**config.mk**
```make
export PLATFORM = sky130hd
export DESIGN_NAME = rst_src_ctrl
export DESIGN_NICKNAME = d
export VERILOG_FILES = /design/src/rtl/rst_src_pkg.sv /design/src/rtl/rst_sync2.sv /design/src/rtl/bod_ctrl.sv /design/src/rtl/ext_rst_filt.sv /design/src/rtl/wdt_stretch.sv /design/src/rtl/rst_src_ctrl.sv
export SDC_FILE = /design/constraint.sdc
export NUM_CORES = 1
export LEC_CHECK = 0
export BUFFER_PORTS_ARGS = -buffer_cell sky130_fd_sc_hd__buf_2
export CORE_MARGIN = 2
export CORE_UTILIZATION = 45
export CTS_CLUSTER_SIZE = 30
export DETAILED_ROUTE_END_ITERATION = 7
export GPL_ROUTABILITY_DRIVEN = 0
export PLACE_DENSITY_LB_ADDON = 0.1
export SYNTH_ARGS = -nofsm -noshare
export SYNTH_HDL_FRONTEND = slang
export SYNTH_SLANG_ARGS = --single-unit
```
**constraint.sdc**
```tcl
create_clock -name clk -period 2.4 [get_ports clk]
set_clock_uncertainty 0.15 [all_clocks]
set_input_delay 0.36 -clock clk [delete_from_list [all_inputs] [get_ports clk]]
set_output_delay 0.36 -clock clk [all_outputs]
set_load 0.05 [all_outputs]
```
**src/rtl/rst_src_pkg.sv**
```systemverilog
package rst_src_pkg;

    typedef enum logic [1:0] {
        BOD_RSVD     = 2'b00,
        BOD_SAMPLED  = 2'b01,
        BOD_DISABLED = 2'b10,
        BOD_ENABLED  = 2'b11
    } bod_mode_e;

    typedef enum logic [2:0] {
        BS_OFF,
        BS_ON,
        BS_WAIT,
        BS_SAMPLE,
        BS_HOLD
    } bod_state_e;

    typedef enum logic [1:0] {
        EX_IDLE,
        EX_COUNT,
        EX_ASSERT
    } ext_state_e;

    typedef enum logic [1:0] {
        WD_IDLE,
        WD_FIRST,
        WD_SECOND
    } wdt_state_e;

    localparam int CAUSE_BOD = 0;
    localparam int CAUSE_EXT = 1;
    localparam int CAUSE_WDT = 2;
    localparam int CAUSE_W   = 3;

endpackage

```
**src/rtl/rst_sync2.sv**
```systemverilog
module rst_sync2 #(
    parameter int           W    = 1,
    parameter logic [W-1:0] INIT = '0
) (
    input  logic         clk,
    input  logic         rst_n,
    input  logic [W-1:0] d,
    output logic [W-1:0] q
);

    logic [W-1:0] meta_q;
    logic [W-1:0] stab_q;

    always_ff @(posedge clk or negedge rst_n) begin
        if (!rst_n) begin
            meta_q <= INIT;
            stab_q <= INIT;
        end else begin
            meta_q <= d;
            stab_q <= meta_q;
        end
    end

    assign q = stab_q;

endmodule

```
**src/rtl/bod_ctrl.sv**
```systemverilog
module bod_ctrl
    import rst_src_pkg::*;
#(
    parameter int SAMPLE_CYC = 4
) (
    input  logic       clk,
    input  logic       rst_n,
    input  logic       slow_tick,
    input  logic       sleep_deep,
    input  logic       cfg_load,
    input  logic [1:0] cfg_act,
    input  logic [1:0] cfg_pd,
    input  logic       bod_s,
    output logic       bod_en,
    output logic       bod_sample,
    output logic       bod_rst
);

    localparam int WCW = (SAMPLE_CYC < 2) ? 1 : $clog2(SAMPLE_CYC);
    localparam logic [WCW-1:0] WIN_LAST = WCW'(SAMPLE_CYC - 1);

    logic [1:0]     act_q, pd_q;
    logic           cfg_seen_q;
    bod_mode_e      mode;
    bod_state_e     base_st;
    bod_state_e     st_q, st_d;
    logic [WCW-1:0] win_q, win_d;

    // configuration latch; the enabled mode holds until the first load
    always_ff @(posedge clk or negedge rst_n) begin
        if (!rst_n) begin
            act_q      <= 2'b11;
            pd_q       <= 2'b11;
            cfg_seen_q <= 1'b0;
        end else if (cfg_load) begin
            act_q      <= cfg_act;
            pd_q       <= cfg_pd;
            cfg_seen_q <= 1'b1;
        end
    end

    always_comb begin
        if (!cfg_seen_q) begin
            mode = BOD_ENABLED;
        end else if (sleep_deep) begin
            mode = bod_mode_e'(pd_q);
        end else begin
            mode = bod_mode_e'(act_q);
        end
    end

    always_comb begin
        unique case (mode)
            BOD_ENABLED:               base_st = BS_ON;
            BOD_SAMPLED:               base_st = BS_WAIT;
            BOD_DISABLED, BOD_RSVD:    base_st = BS_OFF;
            default:                   base_st = BS_OFF;
        endcase
    end

    // next-state logic
    always_comb begin
        st_d  = st_q;
        win_d = win_q;
        unique case (st_q)
            BS_OFF, BS_ON: begin
                if (base_st != st_q) st_d = base_st;
            end
            BS_WAIT: begin
                if (base_st != BS_WAIT) begin
                    st_d = base_st;
                end else if (slow_tick) begin
                    st_d  = BS_SAMPLE;
                    win_d = '0;
                end
            end
            BS_SAMPLE: begin
                if (bod_s) begin
                    st_d = BS_HOLD;
                end else if (base_st != BS_WAIT) begin
                    st_d = base_st;
                end else if (win_q == WIN_LAST) begin
                    st_d = BS_WAIT;
                end else begin
                    win_d = win_q + 1'b1;
                end
            end
            BS_HOLD: begin
                if (!bod_s) st_d = base_st;
            end
            default: st_d = BS_ON;
        endcase
    end

    // state register
    always_ff @(posedge clk or negedge rst_n) begin
        if (!rst_n) begin
            st_q  <= BS_ON;
            win_q <= '0;
        end else begin
            st_q  <= st_d;
            win_q <= win_d;
        end
    end

    // outputs
    always_comb begin
        bod_en     = 1'b0;
        bod_sample = 1'b0;
        bod_rst    = 1'b0;
        unique case (st_q)
            BS_ON: begin
                bod_en  = 1'b1;
                bod_rst = bod_s;
            end
            BS_SAMPLE: begin
                bod_en     = 1'b1;
                bod_sample = 1'b1;
            end
            BS_HOLD: begin
                bod_en  = 1'b1;
                bod_rst = 1'b1;
            end
            default: ;
        endcase
    end

    AST_HOLD_STICKS: assert property (@(posedge clk) disable iff (!rst_n)
        (st_q == BS_HOLD && bod_s) |=> (st_q == BS_HOLD));
    AST_WINDOW_BOUND: assert property (@(posedge clk) disable iff (!rst_n)
        (st_q == BS_SAMPLE) |-> (win_q <= WIN_LAST));
    AST_SAMPLE_HIT_HOLDS: assert property (@(posedge clk) disable iff (!rst_n)
        (st_q == BS_SAMPLE && bod_s) |=> bod_rst);

endmodule

```
**src/rtl/ext_rst_filt.sv**
```systemverilog
module ext_rst_filt
    import rst_src_pkg::*;
#(
    parameter int MIN_LOW = 16
) (
    input  logic clk,
    input  logic rst_n,
    input  logic pin_low,
    output logic ext_rst
);

    localparam int CW = (MIN_LOW < 2) ? 1 : $clog2(MIN_LOW + 1);
    localparam logic [CW-1:0] CNT_LAST = CW'((MIN_LOW < 2) ? 0 : MIN_LOW - 1);

    ext_state_e    st_q, st_d;
    logic [CW-1:0] cnt_q, cnt_d;

    always_comb begin
        st_d  = st_q;
        cnt_d = cnt_q;
        unique case (st_q)
            EX_IDLE: begin
                if (pin_low) begin
                    if (MIN_LOW <= 1) begin
                        st_d = EX_ASSERT;
                    end else begin
                        st_d  = EX_COUNT;
                        cnt_d = CW'(1);
                    end
                end
            end
            EX_COUNT: begin
                if (!pin_low) begin
                    st_d = EX_IDLE;
                end else if (cnt_q == CNT_LAST) begin
                    st_d = EX_ASSERT;
                end else begin
                    cnt_d = cnt_q + 1'b1;
                end
            end
            EX_ASSERT: begin
                if (!pin_low) st_d = EX_IDLE;
            end
            default: st_d = EX_IDLE;
        endcase
    end

    always_ff @(posedge clk or negedge rst_n) begin
        if (!rst_n) begin
            st_q  <= EX_IDLE;
            cnt_q <= '0;
        end else begin
            st_q  <= st_d;
            cnt_q <= cnt_d;
        end
    end

    always_comb begin
        ext_rst = (st_q == EX_ASSERT);
    end

    AST_EXT_NEEDS_LOW: assert property (@(posedge clk) disable iff (!rst_n)
        $rose(ext_rst) |-> $past(pin_low));
    AST_EXT_RELEASE: assert property (@(posedge clk) disable iff (!rst_n)
        (ext_rst && !pin_low) |=> !ext_rst);

endmodule

```
**src/rtl/wdt_stretch.sv**
```systemverilog
module wdt_stretch
    import rst_src_pkg::*;
(
    input  logic clk,
    input  logic rst_n,
    input  logic fast_tick,
    input  logic wdt_evt,
    output logic wdt_rst
);

    wdt_state_e st_q, st_d;

    always_comb begin
        st_d = st_q;
        unique case (st_q)
            WD_IDLE:   if (wdt_evt)   st_d = WD_FIRST;
            WD_FIRST:  if (fast_tick) st_d = WD_SECOND;
            WD_SECOND: if (fast_tick) st_d = WD_IDLE;
            default:                  st_d = WD_IDLE;
        endcase
    end

    always_ff @(posedge clk or negedge rst_n) begin
        if (!rst_n) st_q <= WD_IDLE;
        else        st_q <= st_d;
    end

    always_comb begin
        wdt_rst = (st_q != WD_IDLE);
    end

    AST_WDT_START: assert property (@(posedge clk) disable iff (!rst_n)
        (st_q == WD_IDLE && wdt_evt) |=> wdt_rst);
    AST_WDT_NOT_EARLY: assert property (@(posedge clk) disable iff (!rst_n)
        (wdt_rst && !fast_tick) |=> wdt_rst);

endmodule

```
**src/rtl/rst_src_ctrl.sv**
```systemverilog
module rst_src_ctrl
    import rst_src_pkg::*;
#(
    parameter int SAMPLE_CYC = 4,
    parameter int EXT_MIN    = 16
) (
    input  logic               clk,
    input  logic               rst_n,
    input  logic               slow_tick,
    input  logic               fast_tick,
    input  logic               sleep_deep,
    input  logic               cfg_load,
    input  logic [1:0]         cfg_act,
    input  logic [1:0]         cfg_pd,
    input  logic               bod_flag,
    input  logic               ext_rst_n,
    input  logic               wdt_timeout,
    input  logic [CAUSE_W-1:0] cause_clr,
    output logic               bod_en,
    output logic               bod_sample,
    output logic               sys_rst,
    output logic [CAUSE_W-1:0] cause
);

    logic [1:0]         raw_s;
    logic               bod_s, pin_low;
    logic               bod_rst, ext_rst, wdt_rst;
    logic [CAUSE_W-1:0] src_vec;
    logic [CAUSE_W-1:0] cause_q;
    logic               sys_rst_q;

    // bit 1 = pin (idles high), bit 0 = brownout flag (idles low)
    rst_sync2 #(.W(2), .INIT(2'b10)) u_sync (
        .clk   (clk),
        .rst_n (rst_n),
        .d     ({ext_rst_n, bod_flag}),
        .q     (raw_s)
    );

    assign bod_s   = raw_s[0];
    assign pin_low = ~raw_s[1];

    bod_ctrl #(.SAMPLE_CYC(SAMPLE_CYC)) u_bod (
        .clk        (clk),
        .rst_n      (rst_n),
        .slow_tick  (slow_tick),
        .sleep_deep (sleep_deep),
        .cfg_load   (cfg_load),
        .cfg_act    (cfg_act),
        .cfg_pd     (cfg_pd),
        .bod_s      (bod_s),
        .bod_en     (bod_en),
        .bod_sample (bod_sample),
        .bod_rst    (bod_rst)
    );

    ext_rst_filt #(.MIN_LOW(EXT_MIN)) u_ext (
        .clk     (clk),
        .rst_n   (rst_n),
        .pin_low (pin_low),
        .ext_rst (ext_rst)
    );

    wdt_stretch u_wdt (
        .clk       (clk),
        .rst_n     (rst_n),
        .fast_tick (fast_tick),
        .wdt_evt   (wdt_timeout),
        .wdt_rst   (wdt_rst)
    );

    always_comb begin
        src_vec            = '0;
        src_vec[CAUSE_BOD] = bod_rst;
        src_vec[CAUSE_EXT] = ext_rst;
        src_vec[CAUSE_WDT] = wdt_rst;
    end

    always_ff @(posedge clk or negedge rst_n) begin
        if (!rst_n) begin
            sys_rst_q <= 1'b1;
            cause_q   <= '0;
        end else begin
            sys_rst_q <= |src_vec;
            cause_q   <= (cause_q & ~cause_clr) | src_vec;
        end
    end

    assign sys_rst = sys_rst_q;
    assign cause   = cause_q;

    AST_CAUSE_STICKY: assert property (@(posedge clk) disable iff (!rst_n)
        1'b1 |=> ((cause_q & $past(cause_q & ~cause_clr)) == $past(cause_q & ~cause_clr)));
    AST_RST_HAS_CAUSE: assert property (@(posedge clk) disable iff (!rst_n)
        $rose(sys_rst) |-> (cause_q != '0));
    AST_SRC_GIVES_RST: assert property (@(posedge clk) disable iff (!rst_n)
        (|src_vec) |=> sys_rst);

endmodule

```
# Word level (Yosys, flattened, before mapping)

Index checks and enable logic that the tools add are counted.

Word-level logic and storage cells: 98
Bits in registers: 27
Output and inout port bits: 6

Equality and inequality tests: 32
Reduce and logical (&&, ||, !) cells: 16
Bitwise gates (word level): 3
Add/subtract/negate cells: 2
Multiplexer cells: 33

Operators by type and width:

| kind                                                             | number |
|---|---|
| 2-bit 2-to-1 mux                                                 | 14 |
| 2-bit != test (second input constant)                            | 12 |
| 3-bit 2-to-1 mux                                                 | 7 |
| 5-bit 2-to-1 mux                                                 | 3 |
| 2-bit one-hot mux with 3 select lines                            | 2 |
| 3-bit one-hot mux with 4 select lines                            | 1 |
| 2-bit == test (second input constant)                            | 5 |
| 5-bit one-hot mux with 2 select lines                            | 1 |
| 3-bit by 2-bit != test with 1-bit output (second input constant) | 3 |
| 3-bit one-hot mux with 3 select lines                            | 1 |
| 4-bit AND reduction                                              | 2 |
| 2-bit by 1-bit == test with 1-bit output (second input constant) | 3 |
| 3-bit by 2-bit == test with 1-bit output (second input constant) | 2 |
| 2-bit logical NOT                                                | 3 |
| 3-bit AND reduction                                              | 2 |
| 6-bit AND reduction                                              | 1 |
| 2-bit nonzero test                                               | 3 |
| 3-bit OR reduction                                               | 2 |
| 5-bit by 1-bit adder with 5-bit output (second input constant)   | 1 |
| 5-bit by 4-bit == test with 1-bit output (second input constant) | 1 |
| 2-bit by 1-bit != test with 1-bit output (second input constant) | 2 |
| 4-bit by 2-bit != test with 1-bit output (second input constant) | 1 |
| 2-bit one-hot mux with 2 select lines                            | 1 |
| 2-bit OR reduction                                               | 2 |
| other kinds (10)                                                 | 11 |

# Longest topological paths before layout

Depth after elaboration: 9
Mapped depth: 8
Gate-level depth less buffers: 7

# Modules after synthesis

Synthesis repeated with hierarchy kept, for this count alone.

Cell total of the unflattened synthesis: 119
Area, all modules: 1305.0 sq um

Modules (own cells, without submodules):

| module       | area each (sq um) | cells each | instances |
|---|---|---|---|
| bod_ctrl     | 598.1             | 60         | 1 |
| ext_rst_filt | 371.6             | 35         | 1 |
| rst_src_ctrl | 146.4             | 12         | 1 |
| rst_sync2    | 102.6             | 4          | 1 |
| wdt_stretch  | 86.3              | 8          | 1 |

# Least setup slack after synthesis

OpenSTA, ideal clock, no wires.

Kind: register to register
Start: reg u_ext.cnt_q[0]
End: reg u_ext.cnt_q[3]
Data arrival time: 1649 ps
Clock period less this slack: 1919 ps
Buffers on the path: 1
Setup slack: 481 ps
Data required time: 2130 ps
Cell stages (with the launch flop): 9
Path through: dfrtp_1 > ha_1 > and3_1 > ha_1 > clkbuf_1 > a211oi_1 > nand4_1 > xor2_1 > nor2_1

Cells in the longest elaborated chain, start to end: 4
Elaborated cells between the ends (all ways): 7

RTL lines:

| element                                | RTL line           | RTL |
|---|---|---|
| from (decl)                            | ext_rst_filt.sv:16 | `logic [CW-1:0] cnt_q, cnt_d;` |
| from (signal assigned)                 | ext_rst_filt.sv:54 | `cnt_q <= cnt_d;` |
| 5-bit by 1-bit adder with 5-bit output | ext_rst_filt.sv:38 | `cnt_d = cnt_q + 1'b1;` |
| 5-bit 2-to-1 mux                       | ext_rst_filt.sv:35 | `end else if (cnt_q == CNT_LAST) begin` |
| 5-bit 2-to-1 mux                       | ext_rst_filt.sv:33 | `if (!pin_low) begin` |
| 5-bit one-hot mux with 2 select lines  | ext_rst_filt.sv:21 | `unique case (st_q)` |

Parallel ways exist; a longest one is shown, timed or not. The select of a mux whose other input is x is not followed.
A chain may end at the register's enable or synchronous reset.

# Worst setup path after layout

Start: reg u_bod.st_q[0]
End: out bod_sample

Cells in the longest elaborated chain, start to end: 2

RTL lines:

| element                                  | RTL line           | RTL |
|---|---|---|
| from (decl)                              | bod_ctrl.sv:26     | `bod_state_e st_q, st_d;` |
| from (signal assigned)                   | bod_ctrl.sv:101    | `st_q <= st_d;` |
| 3-bit by 2-bit == test with 1-bit output | bod_ctrl.sv:111    | `unique case (st_q)` |
| 1-bit 2-to-1 mux                         | bod_ctrl.sv:111    |  |
| to (decl)                                | rst_src_ctrl.sv:20 | `output logic bod_sample,` |

No other way between the ends.

==> flow_summary_export.csv <==
group,metric,value,unit
setup_path,start_kind,"register",
route,drtIter0Drc,21,
yosys,synth_cell_types,38,
setup_path,cp-startpoint,"u_bod.st_q[0]",
route,dr.pass1.iters,4,
die,die_h,58.03,µm
yosys,yosysTopAreaCell,"dfrtp_1",
global_routing,grt_first_pass_wirelength,4140,µm
timing,grt_setup_unrepaired,"no",
placement,io_buffers,21,
route,postRouteAntennaNets,0,
cells_and_area,final-seq-area,685.7,µm²
cells_and_area,multi_input_area,578.1,µm²
cts,cts.reportedPaths.clkPinSlew,150,ps
setup_path,end_kind,"primary output",
cts,cts_resized,0,
die,die_w,58.03,µm
timing,slew_viol_final,0,
status,status,"complete, no violations",
cts,htreeDepth,1,
setup_path,crit_type,"register to primary output",
global_routing,grt_pass1_vias,941,
setup_path,cp_max_fo,14,
cells_and_area,drive_gt1_share,30.28,%
global_routing,grt.met1_usage,19.30,%
cts,cts_made_buffers,3,
global_routing,grt_max_degree,28,
global_routing,grt_use_met3,4.911,%
timing,timing.slew.headroom,60.32,%
timing,timing.fmax,0.4774,GHz
placement,dp_hpwl,1683,µm
cts,cts_tree,"done",
setup_path,cp_slowest_cell,"dfstp_2",
global_routing,grt-ovfl-total,0,
power,peakVddDrop,0.0005304,V
setup_path,path_depth,3,
setup_path,r2r_end,"u_ext.cnt_q[3]",
yosys,synthCells,119,
cells_and_area,fill_cells,254,
setup_path,rr_worst_depth,7,
global_routing,met2_usage,27.92,%
yosys,yosysWarnings,0,
timing,final_hold_viol_count,0,
die,core,2758,µm²
route,vias,971,
timing,tightestPinTransition,595.2,ps
yosys,synth.avg_cell_area,11.04,µm²
setup_path,critPathMaxStageDelay,700,ps
cells_and_area,fin_nets,162,
setup_path,crit_family,"flip-flops",
route,routed_wl,2365,µm
cts,root_buffer,"clkbuf_4",
die,start_util,47.64,%
yosys,netlist_area,1314,µm²
route,routed_via_density,5.613,
setup_path,endpoint,"bod_sample",
cts,postCtsSetupBuffers,0,
timing,setup_viol,0,
worst_hold_path,hold_depth,2,
global_routing,track_usage,16.15,%
setup_path,required,1890,ps
cts,cts_max_path_buffers,2,
worst_hold_path,hp-class,"input port to register",
yosys,ys_ff_latch,27,
setup_path,r2r_setup_slack,390,ps
yosys,synthTopCellsByArea,"dfrtp_1 (36%), dfstp_2 (16%), mux2_2 (5.1%), a22o_1 (3.3%), ha_1 (2.9%)",
cts,insertion_delay,320,ps
cells_and_area,diodes,0,
yosys,syn_nets,138,
cts,ctsHoldBuffers,3,
cts,clock_sinks,27,
route,wl_per_cell,13.67,µm
timing,holdWs,41.07,ps
global_routing,antenna_found_initial,0,
global_routing,busiest_layer,"met2",
setup_path,worstPathBufferInverterCount,2,
yosys,netlist.area_leader.share,36.19,%
power,powerDensity,862.6,nW/µm²
job,cap_violations,0,
power,p_leak,0.0006913,µW
cells_and_area,syn2layout_area_growth,14.00,%
timing,period_share,87.28,%
timing,post-route-min-period,2095,ps
yosys,ys_seq_area_share,52.19,%
route,drcViolationCount,0,
timing,setup_tns,0,ps
die,rows,19,
die,dieArea,3367,µm²
setup_path,arrival,1580,ps
setup_path,r2r-start,"u_ext.cnt_q[0]",
setup_path,path_cells,"nand3_1, inv_2, buf_2",
die,io_pins,22,
## per-stage QoR
| stage | total power (µW) | worst slack [ps] | instance area, µm² | cells | util, % |
|---|---|---|---|---|---|
| after floorplan | 989.7 | 481.3 | 1314 | 119 | - |
| after global placement | 1079 | 470.4 | 1438 | 166 | 52.13 |
| after detailed placement | 1095 | 406.4 | 1438 | 166 | 52.13 |
| after CTS | 1305 | 310.5 | 1498 | 173 | 54.31 |
| after global routing | 1382 | 234.2 | 1498 | 173 | 54.31 |
| final | 1292 | 305.4 | 1498 | 173 | 54.31 |
## routing by layer
| layer | vias up | wire length [µm] |
|---|---|---|
| li1 | 477 | - |
| met1 | 467 | 1057 |
| met2 | 25 | 1178 |
| met3 | 2 | 112 |
| met4 | 0 | 17 |
| met5 | - | 0 |
## logic make-up (layout without fill, tap and decap cells)
kind of cell | Yosys count | count (layout) | share of synthesized area, %
compound gates | 29 | 29 | 16.09
xor+xnor | 1 | 1 | 0.6668
fa+ha+maj | 3 | 3 | 2.857
buf+inv | 13 | 36 | 3.809
flops | 27 | 27 | 52.19
mux | 10 | 10 | 8.666
simple gates | 36 | 36 | 15.72
## worst min-delay path by stage
stage                           from           to  slack, ps
finish                  cause_clr[2]     cause[2]         40
global route            cause_clr[1]     cause[1]         30
global placement    u_sync.meta_q[0]  u_sync.q[0]        190
detailed placement  u_sync.meta_q[1]  u_sync.q[1]        200
CTS                     cause_clr[2]     cause[2]         30
floorplan                      rst_n     cause[0]        -90
## cells in the mapped netlist
master and count:
dfrtp_1 19, a22oi_1 2, dfstp_2 8, a31oi_1 2
nand3_1 3, clkbuf_1 4, mux2_4 1, a21o_1 1
o21ai_0 7, or2_2 1, buf_2 1, nand4_1 1
ha_1 3, a211oi_1 2, and3_1 1, mux2_2 6
a21boi_0 2, nand2b_1 6, xor2_1 1, o31ai_1 2
mux2_1 1, nand3b_1 4, o2111ai_1 2, mux2i_1 2
inv_2 1, and4bb_1 1, or3b_1 2, inv_1 7
a22o_1 5, o211ai_1 1, o2111a_1 1, a21oi_1 1
nand2_1 5, nor2_1 9, nor2b_1 1, o221a_2 1
or2_1 1, and4b_1 1
## placed cells by master (no fill, tap or decap), drive strengths merged, types with 4 or more instances in the layout
| cell | count |
|---|---|
| dfstp | 8 |
| nor2 | 9 |
| o21ai | 7 |
| buf | 21 |
| dfrtp | 19 |
| nand2 | 5 |
| a22o | 5 |
| mux2 | 8 |
| inv | 8 |
| nand3b | 4 |
| nand2b | 6 |
## power breakdown
part / total (µW) / internal, µW / switching [µW] / leakage (µW)
logic: 425 / 165 / 260 / 0.000357
clock network: 203 / 63.7 / 139 / 0.0000139
registers: 664 / 562 / 101 / 0.000321
## registers in the layout, indices dropped and copies added, names as in the netlist
register,count
u_sync.meta_q,2
sys_rst,1
u_ext.st_q,2
u_bod.cfg_seen_q,1
u_bod.pd_q,2
u_bod.st_q,3
u_wdt.st_q,2
u_bod.win_q,2
u_ext.cnt_q,5
cause,3
u_sync.q,2
u_bod.act_q,2
## cell type report
cell class	instances	share of cell area, %
clock buffer	3	1.504
multi-input combinational	79	38.60
clock inverter	1	0.5013
sequential	27	45.78
inverter	8	2.005
timing repair buffer	24	9.023
tap	31	2.590
No activity file was read; power rests on OpenSTA's default activity.
